### src/rtl/srp_pkg.sv
package srp_pkg;
  // one-cycle strobes decoded from the synchronised host clock
  typedef struct packed {
    logic capture;  // cascade input is sampled
    logic advance;  // register moves one bit toward sdout
  } srp_edge_t;

  localparam int SRP_SYNC_STAGES = 2;
endpackage

### src/rtl/srp_sync.sv
module srp_sync #(
  parameter int N = 1,
  parameter int STAGES = 2,
  parameter logic [N-1:0] RST_VAL = '0
) (
  input  logic         clk,
  input  logic         rst_n,
  input  logic [N-1:0] d,
  output logic [N-1:0] q
);
  logic [N-1:0] stg [STAGES];

  for (genvar i = 0; i < STAGES; i++) begin : g_stage
    if (i == 0) begin : g_first
      always_ff @(posedge clk or negedge rst_n) begin
        if (!rst_n) stg[0] <= RST_VAL;
        else        stg[0] <= d;
      end
    end else begin : g_rest
      always_ff @(posedge clk or negedge rst_n) begin
        if (!rst_n) stg[i] <= RST_VAL;
        else        stg[i] <= stg[i-1];
      end
    end
  end

  assign q = stg[STAGES-1];
endmodule

### src/rtl/srp_edge.sv
module srp_edge
  import srp_pkg::*;
(
  input  logic      clk,
  input  logic      rst_n,
  input  logic      sclk_s,
  input  logic      inv_edge,
  output srp_edge_t evt
);
  logic prev_q;
  logic rise, fall;

  always_ff @(posedge clk or negedge rst_n) begin
    if (!rst_n) prev_q <= 1'b0;
    else        prev_q <= sclk_s;
  end

  assign rise = sclk_s & ~prev_q;
  assign fall = ~sclk_s & prev_q;

  always_comb begin
    evt.capture = inv_edge ? fall : rise;
    evt.advance = inv_edge ? rise : fall;
  end
endmodule

### src/rtl/srp_shift.sv
module srp_shift
  import srp_pkg::*;
#(
  parameter int W = 16
) (
  input  logic         clk,
  input  logic         rst_n,
  input  logic         load,
  input  logic [W-1:0] data,
  input  logic         gate,
  input  srp_edge_t    evt,
  input  logic         sdin_s,
  output logic [W-1:0] word,
  output logic         cap_bit,
  output logic         cap_seen
);
  always_ff @(posedge clk or negedge rst_n) begin
    if (!rst_n) begin
      word     <= '0;
      cap_bit  <= 1'b0;
      cap_seen <= 1'b0;
    end else if (load) begin
      word     <= data;
      cap_bit  <= 1'b0;
      cap_seen <= 1'b0;
    end else if (gate) begin
      if (evt.capture) begin
        cap_bit  <= sdin_s;
        cap_seen <= 1'b1;
      end
      // a leading advance edge with nothing captured yet is dropped
      if (evt.advance && cap_seen) begin
        word <= {word[W-2:0], cap_bit};
      end
    end
  end
endmodule

### src/rtl/srp_slave_port.sv
module srp_slave_port
  import srp_pkg::*;
#(
  parameter int W = 16,
  parameter int SYNC = SRP_SYNC_STAGES
) (
  input  logic         clk,
  input  logic         rst_n,
  input  logic         ext_clk_sel,
  input  logic         inv_edge,
  input  logic         busy,
  input  logic [W-1:0] result,
  input  logic         sclk,
  input  logic         cs_n,
  input  logic         rd_n,
  input  logic         sdin,
  output logic         sdout,
  output logic         sdout_en
);
  localparam int NPIN = 4;
  localparam logic [NPIN-1:0] PIN_RST = 4'b0110;  // sclk, cs_n, rd_n, sdin

  logic [NPIN-1:0] pins_s;
  logic sclk_s, cs_s, rd_s, sdin_s;
  logic busy_q, load_w, gate_w;
  logic cap_evt, adv_evt, cap_bit, cap_seen;
  logic [W-1:0] word;
  srp_edge_t evt;

  srp_sync #(.N(NPIN), .STAGES(SYNC), .RST_VAL(PIN_RST)) u_sync (
    .clk(clk), .rst_n(rst_n),
    .d({sclk, cs_n, rd_n, sdin}),
    .q(pins_s)
  );
  assign {sclk_s, cs_s, rd_s, sdin_s} = pins_s;

  srp_edge u_edge (
    .clk(clk), .rst_n(rst_n), .sclk_s(sclk_s), .inv_edge(inv_edge), .evt(evt)
  );
  assign cap_evt = evt.capture;
  assign adv_evt = evt.advance;

  // busy history follows the pin even in reset so no spurious load appears
  always_ff @(posedge clk) busy_q <= busy;

  assign load_w = busy_q & ~busy;
  assign gate_w = ext_clk_sel & ~cs_s & ~rd_s & ~busy;

  srp_shift #(.W(W)) u_shift (
    .clk(clk), .rst_n(rst_n), .load(load_w), .data(result),
    .gate(gate_w), .evt(evt), .sdin_s(sdin_s),
    .word(word), .cap_bit(cap_bit), .cap_seen(cap_seen)
  );

  assign sdout    = word[W-1];
  assign sdout_en = ext_clk_sel & ~cs_s;
endmodule

### config.mk
export PLATFORM = sky130hd
export DESIGN_NAME = srp_slave_port
export DESIGN_NICKNAME = d
export VERILOG_FILES = /design/src/rtl/srp_pkg.sv /design/src/rtl/srp_sync.sv /design/src/rtl/srp_edge.sv /design/src/rtl/srp_shift.sv /design/src/rtl/srp_slave_port.sv
export SDC_FILE = /design/constraint.sdc
export NUM_CORES = 1
export LEC_CHECK = 0
export BUFFER_PORTS_ARGS = -buffer_cell sky130_fd_sc_hd__buf_4
export CORE_UTILIZATION = 25
export CTS_CLUSTER_DIAMETER = 30
export DETAILED_ROUTE_END_ITERATION = 12
export SLEW_MARGIN = 20
export SYNTH_ARGS = -nofsm -noshare
export SYNTH_HDL_FRONTEND = slang
export SYNTH_SLANG_ARGS = --single-unit
export TNS_END_PERCENT = 50
### constraint.sdc
create_clock -name clk -period 3.9 [get_ports clk]
set_clock_uncertainty 0.1 [all_clocks]
set_input_delay 0.78 -clock clk [delete_from_list [all_inputs] [get_ports clk]]
set_output_delay 0.78 -clock clk [all_outputs]
set_load 0.01 [all_outputs]
# Yosys cells after proc, flatten, opt, wreduce, memory -nomap -nowiden
# Index checks and enable logic that the tools add are counted.
[totals]
register_bits = 28
inputBits = 25
out_inout_bits = 2
word_cells = 35
[op_classes]
mux = 11
n_bitwise = 11
reduce_logical = 6
[op_table]
columns = ["op", "count"]
rows = [
  ["16-bit 2-to-1 mux", 3],
  ["1-bit 2-to-1 mux", 8],
  ["1-bit AND", 6],
  ["2-bit nonzero test", 3],
  ["1-bit inverter", 5],
  ["2-bit AND reduction", 2],
  ["1-bit logical AND", 1],
]

# Depth between registers and ports, before layout
# Gate-level depths: netlist (run 1).
[logic_depth]
word_depth = 7
mapped_depth = 5
mapped_depth_nobuf = 4

# Hierarchy
# From an unflattened synthesis (run 1), not the netlist that was laid out.
[unflattened]
cells_unflattened = 117
hier_area_um2 = 1280.0
[by_module_without_submodules]
columns = ["module", "instances", "cells_per_inst", "area_each_um2", "seq_area_each_um2"]
rows = [
  ["srp_shift", 1, 96, 938.4, 450.4],
  ["srp_sync", 1, 12, 235.2, 205.2],
  ["srp_edge", 1, 5, 58.8, 25.0],
  ["srp_slave_port", 1, 4, 47.5, 20.0],
]

# Least setup slack after synthesis (run 1)
# No wires, ideal clock.
[synth_timing]
kind = "input to register"
from = "in inv_edge"
to = "reg u_shift.cap_bit"
setup_ns = 0.119
arrival_ns = 1.765
required_ns = 3.681
path_slack_ns = 1.916
path_stages = 4
n_path_buf = 0
cell_sequence = "or3b_1 -> a21boi_1 -> mux2_1 -> and2_1"
[synth_via]
elab_chain_cells = 3
[synth_lines]
columns = ["element", "line_no", "text"]
rows = [
  ["start, declared", "srp_slave_port.sv:10", "input logic inv_edge,"],
  ["1-bit 2-to-1 mux", "srp_edge.sv:22", "evt.capture = inv_edge ? fall : rise;"],
  ["2-bit nonzero test (no source line)", "n/a", ""],
  ["2-bit AND reduction (no source line)", "n/a", ""],
  ["end signal, assigned", "srp_shift.sv:28", "cap_bit <= sdin_s;"],
  ["end, declared", "srp_shift.sv:14", "output logic cap_bit,"],
]
# No other way between the ends.
# A chain may end at the register's enable or synchronous reset.

# Worst setup path after layout (run 1)
[layout_timing]
from = "in ext_clk_sel"
to = "out sdout_en"
[layout_via]
elab_chain_cells = 1
[layout_lines]
columns = ["element", "line_no", "text"]
rows = [
  ["start, declared", "srp_slave_port.sv:9", "input logic ext_clk_sel,"],
  ["1-bit AND", "srp_slave_port.sv:56", "assign sdout_en = ext_clk_sel & ~cs_s;"],
  ["end, declared", "srp_slave_port.sv:18", "output logic sdout_en"],
]
# No other way between the ends.

==> results.yml, run 1 <==
finish:
  diodes: 0
  syn_to_final_growth_pct: 24.30
  drive_gt1_frac: 0.3220
  layout.nets: 144
worst_setup_path:
  endpoint_kind: "output port"
  worstPathMaxFanout: 2
  required_ns: 3.02
  r2r_slack_ns: 2.09
  worstPathArrival_ns: 1.14
  worst_setup_path_start_kind: "primary input"
  path_class: "in -> out"
sta:
  finalSetupTns_ns: 0
  hold_viol: 0
  rsz0062_at_grt: "no"
  worstMarginPinSlew_ns: 0.6797
  finalCritPeriodShare: 0.5183
  setup_viol: 0
  holdWs_ns: 0.2551
  slew_violations: 0
  slew_headroom: 0.5447
  max_freq_mhz: 494.7
  period_minus_slack_ns: 2.021
routing:
  dr.pass1.iters: 4
  route.detailed.drc: 0
  wl_per_cell_um: 11.72
  ant_nets: 0
  vias: 748
  drtIter0Drc: 22
  routed_wl_mm: 1.993
  routed_via_density: 4.400
cts:
  cts_resized: 0
  hold_buffers: 0
  cts_made_buffers: 3
  cts_tree: "built"
  cts_setup_buffers: 0
  clockBufferDepth: 2
  path_clk_slew_ns: 0.09
  worstSkewPairLatency_ns: 0.27
  cts_sinks: 28
  cts_root_buffer: "clkbuf_8"
  htreeDepth: 1
grt:
  grt_use_total: 0.08838
  grt_pass1_wl_mm: 3.450
  grt_max_degree: 35
  grt_pass1_vias: 788
  grt_antenna_before_repair: 0
  grt.overflow.total: 0
yosys:
  ys_warn_count: 0
  ys_types: 20
  ys_seq_area_frac: 0.6022
  syn_inst: 93
  ys_seq_elements: 28
  syn_area_per_cell_sq_um: 12.51
  netlist_area_sq_um: 1164
  syn-num-nets: 118
status:
  outcome: "complete, no violations"
placed_design:
  portBuffers: 26
  gp_congestion: 0.7000
die:
  core_sq_um: 4414
  dieWidth_um: 70.23
  die_h_um: 70.23
  num_rows: 24
  ios: 27
  start_util: 0.2636
  die_area_sq_um: 4932
power:
  powerDensity_nw_per_um2: 398.6
  max-vdd-ir-drop_mv: 0.1962
  p_leak_nw: 0.7250
run:
  cap_violations: 0
worst_hold_path:
  holdCritPathClass: "reg -> reg"
==> worst paths after layout <==
path	start	depth (start not counted)	endpoint
worst max-delay path	ext_clk_sel	3	sdout_en
worst min-delay path	u_sync.stg[7]	0	u_sync.q[3]
worst max register to register	u_sync.q[3]	4	u_shift.word[2]
worst min register to register	u_sync.stg[7]	0	u_sync.q[3]
max in group asynchronous	rst_n	1	u_sync.q[1]
min in group asynchronous	rst_n	1	u_sync.q[3]
==> metal layers <==
layer | vias to the layer above | share of wire | track usage | wire length, um
met4 | 0 | 0.011 | 0.02667 | 21
met2 | 17 | 0.51 | 0.1619 | 1018
li1 | 369 | - | - | -
met1 | 360 | 0.43 | 0.09066 | 848
met3 | 2 | 0.053 | 0.03608 | 105
met5 | - | 0 | 0 | 0
==> cells by family after synthesis <==
logic type | count (synthesis) | synth area share
AOI/OAI and AO/OA | 19 | 0.1000
buffers and inverters | 5 | 0.03010
DFF | 28 | 0.6021
muxes | 17 | 0.1473
and+or+nand+nor | 24 | 0.1204
==> where the power goes <==
| group | leakage, nW | switching [mW] | internal, mW |
|---|---|---|---|
| sequential | 0.312 | 0.0147 | 0.319 |
| combinational | 0.384 | 0.0296 | 0.0374 |
| clock | 0.0288 | 0.0856 | 0.0903 |
==> sequential cells by signal (all words and copies together) (netlist names) <==
register / count
u_shift.cap_bit: 1
busy_q: 1
u_shift.cap_seen: 1
u_shift.word: 16
u_edge.prev_q: 1
u_sync.stg: 4
u_sync.q: 4
==> cells in the final DEF (no fill, tap or decap) <==
cell type and count:
buf_4 26, nand3b_1 1, o211ai_4 1, a21oi_1 16
nor2b_1 1, or3b_1 1, mux2i_1 16, nor3b_2 1
and3b_1 1, dfstp_2 4, dfxtp_1 1, a21boi_1 1
nor2_1 16, and2_1 1, o21a_1 1, nand2b_2 1
clkbuf_8 4, mux2_1 1, nor4b_4 1, dfrtp_1 23
==> cell usage after synthesis <==
master     n  area, sq um
a21boi_1   1        7.510
a21oi_1   16        80.08
and2_1     1        6.260
and3b_1    1        8.760
buf_12     1        20.02
clkbuf_1   4        15.01
dfrtp_1   23        575.6
dfstp_2    4        105.1
dfxtp_1    1        20.02
mux2_1     1        11.26
mux2i_1   16        160.2
nand2b_1   1        6.260
nand3b_1   1        7.510
nor2_1    16        60.06
nor2b_1    1        6.260
nor3b_2    1        12.51
nor4b_4    1        23.77
o211ai_4   1        21.27
o21a_1     1        7.510
or3b_1     1        8.760
==> per-stage QoR <==
stage	worst slack (ns)	total power, mW	util	instance area, sq um	std cells
after CTS	1.851	0.5851	0.3271	1444	170
after floorplan	1.916	0.3709	-	1164	93
final	1.879	0.5765	0.3277	1446	170
after global placement	1.616	0.4039	0.3146	1389	166
after detailed placement	1.551	0.4077	0.3146	1389	166
after global routing	1.805	0.6048	0.3277	1446	170
==> critical path: stages <==
cell     delay (ns)
buf_4          0.11
nor2b_1        0.12
buf_4          0.13
==> final cells by class <==
cell class	count	area [sq um]
Timing Repair Buffer	26	195.2
Sequential cell	28	700.7
Tap cell	52	65.06
Clock buffer	4	55.05
Multi-Input combinational cell	60	430.4
Fill cell	438	2968
Note: power is estimated with default switching activity, not from simulation.
==> inputs of run 2 (changes only) <==
==> constraint.sdc (replaced) <==
create_clock -name clk -period 2.04 [get_ports clk]
set_clock_uncertainty 0.1 [all_clocks]
set_input_delay 0.408 -clock clk [delete_from_list [all_inputs] [get_ports clk]]
set_output_delay 0.408 -clock clk [all_outputs]
set_load 0.01 [all_outputs]
==> run 2 against run 1 <==
  * Via count up 1.3%
  * Critical path depth grew 1
  * Largest cell class unchanged
  * Clock-buffer cell count unchanged
  * First-iteration DRC count rose by 23%
  * Register-to-register slack lost 1.7 ns
  * Design area rose by 1.7%
  * Core utilization increased by 0.57 points
  * Sequential power grew 91%
  * Flip-flop and latch count unchanged
  * Die area is the same
==> results.yml, run 2 (synthesis results as in run 1) <==
cts:
  cts_root_buffer: "clkbuf_8"
  clockBufferDepth: 2
  cts_tree: "built"
  cts_sinks: 28
  worstSkewPairLatency_ns: 0.27
  path_clk_slew_ns: 0.09
  cts_made_buffers: 3
  htreeDepth: 1
finish:
  layout_common_cells: "27 x buf_4, 23 x dfrtp_1, 16 x mux2i_1, 16 x nor2_1, 16 x a21oi_1"
  layout_commonest_cell: "buf_4"
  regMostFlops: "u_shift.word"
  largest_reg_flops: 16
  syn_to_final_growth_pct: 26.45
  diodes: 0
  drive_gt1_frac: 0.3140
  final_util: 0.3333
  layout.nets: 147
worst_setup_path:
  rr_endpoint: "u_shift.cap_bit"
  r2r_cells: 4
  endpoint_kind: "register"
  worst_setup_path_start_kind: "register"
  worstPathArrival_ns: 1.77
  critPathCapture: "u_shift.cap_bit"
  crit_start: "u_edge.prev_q"
  r2r_slack_ns: 0.34
  reg2reg_from: "u_edge.prev_q"
  required_ns: 2.11
  path_class: "reg -> reg"
  worstPathMaxFanout: 4
grt:
  grt_pass1_wl_mm: 3.477
  grt_max_degree: 35
  grt_antenna_before_repair: 0
  grt_pass1_vias: 797
  grt.overflow.total: 0
  grt_use_total: 0.09091
sta:
  period_minus_slack_ns: 1.695
  max_freq_mhz: 590.0
  rsz0062_at_grt: "no"
  finalCritPeriodShare: 0.8309
  holdWs_ns: 0.1372
  slew_violations: 0
  finalSetupTns_ns: 0
  worstMarginPinSlew_ns: 0.3334
  slew_headroom: 0.7777
  hold_viol: 0
  setup_viol: 0
power:
  p_seq_frac: 0.596
  sw_frac_of_total: 0.2306
  combPwrFrac: 0.121
  power.net_switching_mw: 0.2468
  finalPower_mw: 1.070
  max-vdd-ir-drop_mv: 0.2860
  p_leak_nw: 0.7381
  powerDensity_nw_per_um2: 727.4
  intPower_mw: 0.8235
  p_clk_frac: 0.282
routing:
  route.detailed.drc: 0
  drtIter0Drc: 27
  vias: 758
  ant_nets: 0
  routed_via_density: 4.382
  wl_per_cell_um: 11.57
  dr.pass1.iters: 4
  routed_wl_mm: 2.001
placed_design:
  portBuffers: 26
  place_hpwl_mm: 1.415
  gp_congestion: 0.7860
die:
  core_sq_um: 4414
  die_h_um: 70.23
  ios: 27
  dieWidth_um: 70.23
  num_rows: 24
  start_util: 0.2636
  die_area_sq_um: 4932
status:
  outcome: "complete, no violations"
worst_hold_path:
  holdCritPathClass: "in -> reg"
  worstHoldPathCells: 1
run:
  cap_violations: 0
## run 2: what timing repair did
action / 4_1_cts / 5_1_grt
hold buffers: 1 / 0
endpoints found under the hold margin: 23 / 0
resized for setup: 0 / 0
buffers inserted: 0 / 0
## run 2: area by class of cell
class	instances	area, sq um
multi-input cells	60	427.9
fillers	433	2943
flip-flops and latches	28	700.7
clock buffers	4	45.04
repair buffers	29	232.7
well taps	52	65.06
## run 2: critical path, cell delays in order, from the launching register on
cell      delay [ns]
dfrtp_1         0.41
or3b_1          0.39
a21boi_1        0.22
mux2_1          0.33
and2_1          0.15
## run 2: through the flow
| stage | worst slack [ns] | area (sq um) | instances |
|---|---|---|---|
| after floorplan | 0.4281 | 1164 | 93 |
| after global placement | 0.2835 | 1416 | 168 |
| after detailed placement | 0.2462 | 1416 | 168 |
| after CTS | 0.3514 | 1471 | 173 |
| after global routing | 0.2640 | 1471 | 173 |
| final | 0.3450 | 1471 | 173 |
## run 2: worst min-delay path by stage
stage,start,endpoint,slack [ns]
floorplan,rst_n,u_edge.prev_q,0.01
global placement,rst_n,u_sync.stg[7],0.23
detailed placement,rst_n,u_sync.stg[7],0.24
CTS,sclk,u_sync.stg[7],0.13
global route,cs_n,u_sync.stg[6],0.13
finish,sclk,u_sync.stg[7],0.14
## run 2: per-layer routing
metal  GRT usage  vias up  part of all wire
met1     0.09734      359              0.42
li1            -      379                 -
met2      0.1513       16              0.50
met4     0.06000        0             0.029
met3     0.03030        4             0.053
met5           0        -                 0
## run 2: power by group through the flow
stage	Combinational, mW	Clock [mW]	Sequential [mW]
floorplan	0.0670	0	0.642
global placement	0.126	0	0.646
detailed placement	0.131	0	0.650
CTS	0.133	0.313	0.639
global route	0.147	0.332	0.645
finish	0.130	0.302	0.638
